### src/rtl/sleep_watch_pkg.sv
package sleep_watch_pkg;
    typedef enum logic [0:0] {
        LINK_AWAKE     = 1'b0,
        LINK_SUSPENDED = 1'b1
    } link_state_t;
endpackage

### src/rtl/miss_counter.sv
module miss_counter #(
    parameter int LIMIT = 3
) (
    input  logic clk,
    input  logic rst_n,
    input  logic sof_pulse,
    input  logic restart,
    input  logic ms_tick,
    output logic at_limit
);
    localparam int CNT_W = $clog2(LIMIT + 1);
    localparam logic [CNT_W-1:0] LIM_V = CNT_W'(LIMIT);

    logic [CNT_W-1:0] cnt_q;

    always_ff @(posedge clk) begin
        if (!rst_n) begin
            cnt_q <= '0;
        end else if (sof_pulse || restart) begin
            cnt_q <= '0;
        end else if (ms_tick && (cnt_q < LIM_V)) begin
            cnt_q <= cnt_q + 1'b1;
        end
    end

    assign at_limit = (cnt_q == LIM_V);


    cnt_bound_chk: assert property (@(posedge clk) disable iff (!rst_n)
        cnt_q <= LIM_V);

    sof_zero_chk: assert property (@(posedge clk) disable iff (!rst_n)
        sof_pulse |=> (cnt_q == '0));
endmodule

### src/rtl/link_state_fsm.sv
module link_state_fsm
    import sleep_watch_pkg::*;
(
    input  logic clk,
    input  logic rst_n,
    input  logic at_limit,
    input  logic sof_pulse,
    input  logic activity_pulse,
    output logic suspended,
    output logic restart,
    output logic trans_evt
);
    link_state_t state_q, state_d;

    always_ff @(posedge clk) begin
        if (!rst_n) state_q <= LINK_AWAKE;
        else        state_q <= state_d;
    end

    always_comb begin
        state_d = state_q;
        unique case (state_q)
            LINK_AWAKE:     if (at_limit && !sof_pulse) state_d = LINK_SUSPENDED;
            LINK_SUSPENDED: if (activity_pulse || sof_pulse) state_d = LINK_AWAKE;
            default:        state_d = LINK_AWAKE;
        endcase
    end

    always_comb begin
        suspended = (state_q == LINK_SUSPENDED);
        restart   = (state_q == LINK_SUSPENDED) && activity_pulse;
        trans_evt = (state_d != state_q);
    end


    enter_needs_limit_chk: assert property (@(posedge clk) disable iff (!rst_n)
        $rose(suspended) |-> $past(at_limit));

    resume_on_activity_chk: assert property (@(posedge clk) disable iff (!rst_n)
        (suspended && (activity_pulse || sof_pulse)) |=> !suspended);
endmodule

### src/rtl/irq_latch.sv
module irq_latch (
    input  logic clk,
    input  logic rst_n,
    input  logic trans_evt,
    input  logic sof_pulse,
    input  logic sof_irq_mode,
    input  logic rd_clear,
    output logic change_flag,
    output logic irq
);
    logic change_q, pend_q;

    always_ff @(posedge clk) begin
        if (!rst_n) begin
            change_q <= 1'b0;
            pend_q   <= 1'b0;
        end else begin
            if (trans_evt)     change_q <= 1'b1;
            else if (rd_clear) change_q <= 1'b0;
            if (sof_pulse && sof_irq_mode) pend_q <= 1'b1;
            else if (rd_clear)             pend_q <= 1'b0;
        end
    end

    assign change_flag = change_q;
    assign irq         = change_q | pend_q;


    change_on_trans_chk: assert property (@(posedge clk) disable iff (!rst_n)
        trans_evt |=> (change_flag && irq));

    clear_quiets_chk: assert property (@(posedge clk) disable iff (!rst_n)
        (rd_clear && !trans_evt && !(sof_pulse && sof_irq_mode)) |=> !irq);
endmodule

### src/rtl/bus_sleep_watch.sv
module bus_sleep_watch #(
    parameter int MISS_LIMIT = 3
) (
    input  logic clk,
    input  logic rst_n,
    input  logic sof_irq_mode,
    input  logic sof_pulse,
    input  logic activity_pulse,
    input  logic ms_tick,
    input  logic rd_clear,
    output logic suspended,
    output logic change_flag,
    output logic irq
);
    logic at_limit, restart, trans_evt;

    miss_counter #(.LIMIT(MISS_LIMIT)) u_cnt (
        .clk(clk), .rst_n(rst_n), .sof_pulse(sof_pulse),
        .restart(restart), .ms_tick(ms_tick), .at_limit(at_limit)
    );

    link_state_fsm u_fsm (
        .clk(clk), .rst_n(rst_n), .at_limit(at_limit), .sof_pulse(sof_pulse),
        .activity_pulse(activity_pulse), .suspended(suspended),
        .restart(restart), .trans_evt(trans_evt)
    );

    irq_latch u_irq (
        .clk(clk), .rst_n(rst_n), .trans_evt(trans_evt), .sof_pulse(sof_pulse),
        .sof_irq_mode(sof_irq_mode), .rd_clear(rd_clear),
        .change_flag(change_flag), .irq(irq)
    );


    no_sof_irq_chk: assert property (@(posedge clk) disable iff (!rst_n)
        (!irq && !sof_irq_mode && !trans_evt) |=> !irq);
endmodule

### config.mk
export PLATFORM = sky130hd
export DESIGN_NAME = bus_sleep_watch
export DESIGN_NICKNAME = d
export VERILOG_FILES = /design/src/rtl/sleep_watch_pkg.sv /design/src/rtl/miss_counter.sv /design/src/rtl/link_state_fsm.sv /design/src/rtl/irq_latch.sv /design/src/rtl/bus_sleep_watch.sv
export SDC_FILE = /design/constraint.sdc
export NUM_CORES = 1
export LEC_CHECK = 0
export BUFFER_PORTS_ARGS = -buffer_cell sky130_fd_sc_hd__buf_2
export CAP_MARGIN = 10
export CORE_AREA = 2 2 39 41
export DETAILED_ROUTE_END_ITERATION = 16
export DIE_AREA = 0 0 41 43
export GPL_TIMING_DRIVEN = 0
export PLACE_DENSITY = 0.38
export SYNTH_ARGS = -nofsm -noshare
export SYNTH_HDL_FRONTEND = slang
export SYNTH_HIERARCHICAL = 1
export SYNTH_SLANG_ARGS = --single-unit
### constraint.sdc
create_clock -name clk -period 1.2 [get_ports clk]
set_clock_uncertainty 0.2 [all_clocks]
set_input_delay 0.06 -clock clk [delete_from_list [all_inputs] [get_ports clk]]
set_output_delay 0.06 -clock clk [all_outputs]
set_load 0.005 [all_outputs]
---- Word level (Yosys, flattened, before mapping) ----
Index checks and enable logic that the tools add are counted.
word-level totals
  word-level logic and storage cells ...... 27
  input bits .............................. 7
  output and inout bits ................... 3
  register bits ........................... 5
cells by class
  add/subtract/negate cells ............... 1
  bitwise operators ....................... 3
  eq/ne operators ......................... 2
  mux-type cells .......................... 6
  reductions and logical operators ........ 10
  order comparisons ....................... 1
operators with widths
  kind                   number
  $mux W1                5
  $logic_and A1 B1 Y1    4
  $reduce_bool A2 Y1     2
  $add A2 B1 Y2 const B  1
  $eq A2 B2 Y1 const B   1
  $logic_or A1 B1 Y1     2
  $lt A2 B2 Y1 const B   1
  $not A1 Y1             2
  $pmux W1 S2            1
  $reduce_or A2 Y1       1
  $logic_not A1 Y1       1
  $ne A1 B1 Y1           1
  $or A1 B1 Y1           1

---- Depth between registers and ports, before layout ----
Gate-level depths: netlist (run 1).
  word-level depth ........................ 6
  depth in mapped cells ................... 4
  gate-level depth less buffers ........... 4

---- Cells and area by module ----
The synthesis (run 1) kept the hierarchy.
by module, submodules not included
  module          times used  seq. area each (sq um)  cells each  area an instance (sq um)
  miss_counter    1           40.0                    10          100.1
  irq_latch       1           40.0                    8           77.6
  link_state_fsm  1           20.0                    7           72.6

---- Worst setup path before layout (run 1) ----
OpenSTA, ideal clock, no wires.
  path type ............................... reg-to-reg
  start point ............................. reg u_cnt.cnt_q[0]
  end point ............................... reg u_cnt.cnt_q[1]
  period minus slack after synthesis ...... 1.204 ns
  setup slack ............................. -0.004 ns
  setup time .............................. 0.114 ns
  data required time ...................... 0.886 ns
  cell stages (with the launch flop) ...... 5
  arrival ................................. 0.890 ns
  path buffers ............................ 0
  cell sequence ........................... dfxtp_1 ha_1 nor2b_4 mux2i_1 nor2_1
between the ends
  cells in the longest elaborated chain, start to end .. 2
  elaborated cells between the ends (all ways) .. 3
  classes of those cells .................. add/sub (1); order compare (1); reduce/logical (1)
RTL lines
  element                 RTL line            source
  from (decl)             miss_counter.sv:14  logic [CNT_W-1:0] cnt_q;
  from (signal assigned)  miss_counter.sv:22  cnt_q <= cnt_q + 1'b1;
  $lt A2 B2 Y1            miss_counter.sv:21  end else if (ms_tick && (cnt_q < LIM_V)) begin
  $logic_and A1 B1 Y1     miss_counter.sv:21
Parallel ways exist; a longest one is shown, timed or not.
A chain may end at the register's enable or synchronous reset.

---- Final worst setup path (run 1) ----
Same ends and word-level chain as after synthesis.

==> results of run 1 <==
[repair_timing]
| item | 4_1_cts | 5_1_grt |
|---|---|---|
| endpoints found under the setup margin | 2 | 3 |
| hold buffers | 6 | 0 |
| pin swaps | 1 | 4 |
| resized for setup | 5 | 2 |
| endpoints found under the hold margin | 5 | 0 |
[worst max-delay path, stage by stage, from the launching register on]
cell	delay (ps)
dfxtp_2	330
ha_4	170
nor2b_4	130
mux2i_1	180
nor2_1	50
[cells in the final DEF (no fill, tap or decap), types with 2 or more instances in the layout]
master         netlist  layout
buf_2                0       7
dlygate4sd3_1        0       6
nor2_1               4       4
dfxtp_2              0       4
clkbuf_4             0       3
nand2_1              2       2
nand2b_1             2       2
o21ai_1              2       2
[power by group]
part           switching, mW  total, mW  internal [mW]
registers            0.00374      0.176          0.172
clock network         0.0694      0.195          0.126
logic                 0.0177     0.0545         0.0368
total                 0.0909      0.425          0.334
[final cells by class]
type                       instances  area (sq um)  share of cell area (%)
multi-input combinational         20           165                    39.1
timing repair buffer              14           106                    25.1
sequential                         5           105                    24.9
clock buffer                       4          26.3                    6.21
tap                               16          20.0                    4.73
[cell usage after synthesis]
library cell,instances,share of area [%]
nand2b_1,2,5.0
nor4b_4,1,9.5
mux2i_1,1,4.0
o21ai_1,2,4.0
nand2_1,2,3.0
nor2b_4,1,5.5
or2_2,1,2.5
nor2b_1,1,2.5
nor2_1,4,6.0
a21boi_1,1,3.0
xnor2_1,1,3.5
ha_1,1,5.0
o21a_1,1,3.0
dfxtp_1,5,40
and2_4,1,3.5
[cell families (layout without fill, tap and decap cells)]
family                   count (synthesis)  after routing  share of synthesized area, %
multiplexers                             1              1                          4.00
AND/OR/NAND/NOR                         13             13                          37.5
flip-flops                               5              5                          40.0
AO/OA/AOI/OAI                            4              4                          10.0
XOR/XNOR                                 1              1                          3.50
adder cells (fa/ha/maj)                  1              1                          5.00
buffers and inverters                    0             18                             0
[worst max path at each step]
stage | start | to | slack [ps] | depth (start not counted)
final | u_cnt/cnt_q[0] | u_cnt/cnt_q[1] | 20 | 4
after global routing | u_cnt/cnt_q[0] | u_cnt/cnt_q[1] | -80 | 4
after CTS | u_cnt/cnt_q[0] | u_cnt/cnt_q[1] | 10 | 4
after detailed placement | u_cnt/cnt_q[0] | u_cnt/cnt_q[1] | -10 | 4
after global placement | u_cnt/cnt_q[0] | u_cnt/cnt_q[1] | 20 | 4
after floorplan | u_cnt/cnt_q[0] | u_cnt/cnt_q[1] | 40 | 4
[stage by stage]
stage                     worst slack [ps]  TNS, ps  power [mW]
after floorplan                       40.1        0       0.195
after global placement                20.0        0       0.212
after detailed placement             -10.9    -10.9       0.214
after CTS                             14.9        0       0.441
after global routing                 -81.1    -81.1       0.469
final                                 23.0        0       0.425
[state kept, by name, indices dropped and copies added (netlist names)]
name	count
u_fsm/suspended	1
u_cnt/cnt_q	2
u_irq/pend_q	1
u_irq/change_flag	1
[per-layer routing]
metal	wire length, um	track usage, %	part of all wire (%)	vias up
met5	0	0	0	-
met4	0	8.00	0	0
met3	49	3.14	8.6	0
met2	275	10.0	48	7
met1	245	9.68	43	97
li1	-	-	-	120
==> reports/qor.yml, run 1 <==
detailed_routing:
  drc: 0
  drt_iter0_drc: 2
  ant_nets: 0
  drt-pass1-iter-count: 2
  vias: 224
  avgViaCountPerCell: 3.80
  routed_wl_um: 569
  wl_per_cell_um: 9.64
sta:
  drv_slew: 0
  finalCritPeriodShare_pct: 98.1
  timing.fmax_ghz: 0.850
  setup_viol: 0
  rsz0062_at_grt: "true"
  maxSlewHeadroom_pct: 87.3
  tightest_slew_ps: 189
  timing.hold.ws_ps: 34.6
  fin_crit_ps: 1180
  hold_viol: 0
setup_path:
  crit_arrival_ps: 1110
  r2r_slack_ps: 20
  reg2reg_depth: 4
  r2r_end: "u_cnt/cnt_q[1]"
  path_max_fanout: 3
  rr_startpoint: "u_cnt/cnt_q[0]"
  required_ps: 1130
  startpoint_type: "register"
  worstSetupEndpointType: "register"
  crit_type: "reg -> reg"
power:
  power_density_mw_per_mm2: 1010
  p_leak_nw: 0.181
  peakVddDrop_mv: 0.393
min_path:
  worstHoldEndpoint: "u_cnt/cnt_q[1]"
  holdPathStages: 4
  min_path_type: "in -> reg"
  min_from: "ms_tick"
clock_network:
  cts_tree: "yes"
  clk_latency_ps: 240
  clk_pin_slew_ps: 50
  cts_num_sinks: 5
  ctsLongestPathBuffers: 2
  cts_max_level: 1
  post_cts_buffers: 0
  cts_root_buffer: "clkbuf_4"
  cts-buffers-inserted: 3
layout:
  fin_cells: 59
  syn_to_final_growth_pct: 69.0
  antenna_cells: 0
  fillers: 154
  final_area_sq_um: 423
  final_layout_size_suffix_gt1_share_pct: 46.5
  final_nets: 52
  finish.utilization_pct: 30.6
die:
  die_width_um: 41
  die_h_um: 43
  io_pins: 10
  die_area_sq_mm: 0.00176
  core_area_sq_mm: 0.00138
  rows: 14
  start_util_pct: 18.1
placement:
  gp_congestion: 0.556
  place_area_sq_um: 318
  portBuffers: 9
  dp_cells: 50
  hpwl_um: 405
global_routing:
  overflow: 0
  grt_pass1_vias: 203
  track_usage_pct: 8.04
  grt_max_degree: 6
  antenna_found_initial: 0
  grt_pass1_wl_um: 883
outcome:
  outcome: "complete, no violations"
flow_run:
  max_cap_violations: 0
synth:
  syn_nets: 33
  netlist_instances: 25
  yosysWarnings: 6
  syn_avg_cell_area_sq_um: 10.0
  ys_types: 15
  synth.cell_area_sq_um: 250
  ys_seq_area_share_pct: 40.0
  synth_seq_cells: 5
(Power assumes the default switching activity.)
==> inputs of run 2 (changes only) <==
--- a/config.mk
+++ b/config.mk
@@ -12,6 +12,7 @@
 export DIE_AREA = 0 0 41 43
 export GPL_TIMING_DRIVEN = 0
 export PLACE_DENSITY = 0.38
+export SETUP_SLACK_MARGIN = 0.4
 export SYNTH_ARGS = -nofsm -noshare
 export SYNTH_HDL_FRONTEND = slang
 export SYNTH_HIERARCHICAL = 1
==> run 2 against run 1 <==
Against the previous run:
- the run now ends with negative hold slack left
- worst hold slack got worse by 180 ps
- flip-flop and latch count did not move
- combinational power barely moved
- critical path depth did not move
- core utilization rose by 0.45 points
- sequential share of layout area rose by 0.51 points
- clock-buffer cell count did not move
- global-route usage fell by 0.42 points
- maximum frequency rose by 0.36%
- via count rose by 1.8%
- first-iteration DRC count fell by 100%
- critical endpoint unchanged
==> reports/qor.yml, run 2 (synthesis results as in run 1) <==
sta:
  finalCritPeriodShare_pct: 97.7  # -0.36 points
  timing.hold.ws_ps: -142  # -177 ps
  rsz0062_at_grt: "true"
  hold_viol: 5  # +5
  timing.fmax_ghz: 0.853  # +0.36%
  setup_viol: 0  # unchanged
  tns_ps: 0  # unchanged
  drv_slew: 0  # unchanged
  tightest_slew_ps: 171  # -18.5 ps
  maxSlewHeadroom_pct: 88.6  # +1.2 points
  setup_slack_ps: 27.3  # +4.26 ps
  fin_crit_ps: 1170  # -4.26 ps
layout:
  final_layout_size_suffix_gt1_share_pct: 71.4  # +25 points
  syn_to_final_growth_pct: 71.5
  fillers: 149  # -3.2%
  largest_register: "u_cnt/cnt_q"
  final-seq-area_sq_um: 109  # +3.6%
  final_nets: 51  # -1.9%
  antenna_cells: 0  # unchanged
  multi_input_area_sq_um: 183  # +11%
  mostFrequentLayoutCells: "7 x buf_2, 4 x dfxtp_2"
  largest_reg_flops: 2  # unchanged
  final_common_cell: "buf_2"
power:
  p_clk_share_pct: 46.4  # +0.5 points
  seq_power_share_pct: 40.8  # -0.5 points
  peakVddDrop_mv: 0.365  # -7.1%
  p_leak_nw: 0.192  # +6.2%
  p_comb_share_pct: 12.8  # about the same
  p_int_mw: 0.330  # -1.3%
  p_sw_share_pct: 22.3  # +0.89 points
  total_power_mw: 0.425  # -0.18%
  power_switching_mw: 0.0945  # +4.0%
  power_density_mw_per_mm2: 989  # -1.6%
setup_path:
  path_max_fanout: 3  # unchanged
  crit_buf_inv: 0  # unchanged
  required_ps: 1130  # about the same
  startpoint_type: "register"
  cp_slowest_stage_delay_ps: 330  # about the same
  crit_slowest_cell: "dfxtp_2"
  worstSetupEndpointType: "register"
  crit_type: "reg -> reg"
  cp_top_family: "flip-flops"
  crit_arrival_ps: 1100  # about the same
  crit_chain: "ha_4 -> nor2b_4 -> mux2i_1 -> nor2_1"
placement:
  gp_congestion: 0.665  # +20%
  hpwl_um: 406  # +0.22%
  detailedPlace.worstSlack_ps: 14.9  # +25.8 ps
  portBuffers: 9  # unchanged
clock_network:
  clk_pin_slew_ps: 50  # about the same
  ctsLongestPathBuffers: 2  # unchanged
  cts_root_buffer: "clkbuf_4"
  clk_latency_ps: 240  # about the same
  cts_max_level: 1  # unchanged
  cts-buffers-inserted: 3  # unchanged
  cts_tree: "yes"
  cts_num_sinks: 5  # unchanged
detailed_routing:
  routed_wl_um: 569  # unchanged
  avgViaCountPerCell: 3.93  # +3.5%
  drt_iter0_drc: 0  # -2
  drt-pass1-iter-count: 1  # -1
  vias: 228  # +1.8%
  wl_per_cell_um: 9.81  # +1.7%
  ant_nets: 0  # unchanged
  drc: 0  # unchanged
min_path:
  min_path_type: "in -> reg"
outcome:
  violations: "negative hold slack"
  outcome: "finished with violations"
global_routing:
  antenna_found_initial: 0  # unchanged
  track_usage_pct: 7.62  # -0.42 points
  grt_max_degree: 6  # unchanged
  grt_pass1_wl_um: 869  # -1.6%
  grt_pass1_vias: 211  # +3.9%
  overflow: 0  # unchanged
die:
  die_area_sq_mm: 0.00176  # unchanged
  core_area_sq_mm: 0.00138  # unchanged
  die_h_um: 43  # unchanged
  die_width_um: 41  # unchanged
  io_pins: 10  # unchanged
  rows: 14  # unchanged
  start_util_pct: 18.1  # unchanged
flow_run:
  max_cap_violations: 0  # unchanged
[run 2: cell types whose count changed in the layout (fill, tap and decap cells not counted), sizes merged]
cell and delta:
buf +5, dlygate4sd3 -6
[run 2: per-layer routing]
metal	share of wire, %	global-route usage [%]	up-vias
li1	-	-	120
met1	44	8.97	102
met4	0	6.00	0
met2	50	10.3	6
met3	6.7	3.14	0
met5	0	0	-
[run 2: area by class of cell]
cell class	instances	share of cell area, %
well taps	16	4.66
multi-input cells	20	42.6
flip-flops and latches	5	25.4
clock buffers	4	6.12
repair buffers	13	21.3
[run 2: what timing repair did]
| action | in CTS | in global routing |
|---|---|---|
| gates resized for setup | 3 | 7 |
| setup endpoints to repair | 7 | 8 |
| pin swaps | 2 | 2 |
| endpoints found under the hold margin | 5 | 5 |
| buffers inserted | 2 | 2 |
[run 2: power by group through the flow]
| stage | sequential, mW | combinational, mW | clock [mW] |
|---|---|---|---|
| CTS | 0.175 | 0.0469 | 0.212 |
| global placement | 0.178 | 0.0373 | 0 |
| finish | 0.173 | 0.0544 | 0.197 |
| detailed placement | 0.178 | 0.0389 | 0 |
| global route | 0.173 | 0.0591 | 0.225 |
| floorplan | 0.178 | 0.0206 | 0 |
[run 2: final timing paths]
| check | from | to | slack (ps) | cells after the start |
|---|---|---|---|---|
| worst max-delay path | u_cnt/cnt_q[1] | u_cnt/cnt_q[1] | 30 | 4 |
| worst min register to register | u_cnt/cnt_q[1] | u_cnt/cnt_q[1] | 330 | 2 |
| worst max register to register | u_cnt/cnt_q[1] | u_cnt/cnt_q[1] | 30 | 4 |
| worst min-delay path | sof_pulse | u_fsm/suspended | -140 | 2 |
[run 2: stage by stage]
step	utilization, %	instance area [sq um]	cells
6_report	31.0	429	58
5_1_grt	31.0	429	58
4_1_cts	27.8	384	56
3_5_place_dp	24.1	334	50
3_3_place_gp	24.1	334	50
2_1_floorplan	-	269	25
[run 2: worst register-to-register path: stages, from the launching register on]
cell	delay [ps]
dfxtp_2	330
ha_4	170
nor2b_4	130
mux2i_1	190
nor2_1	50
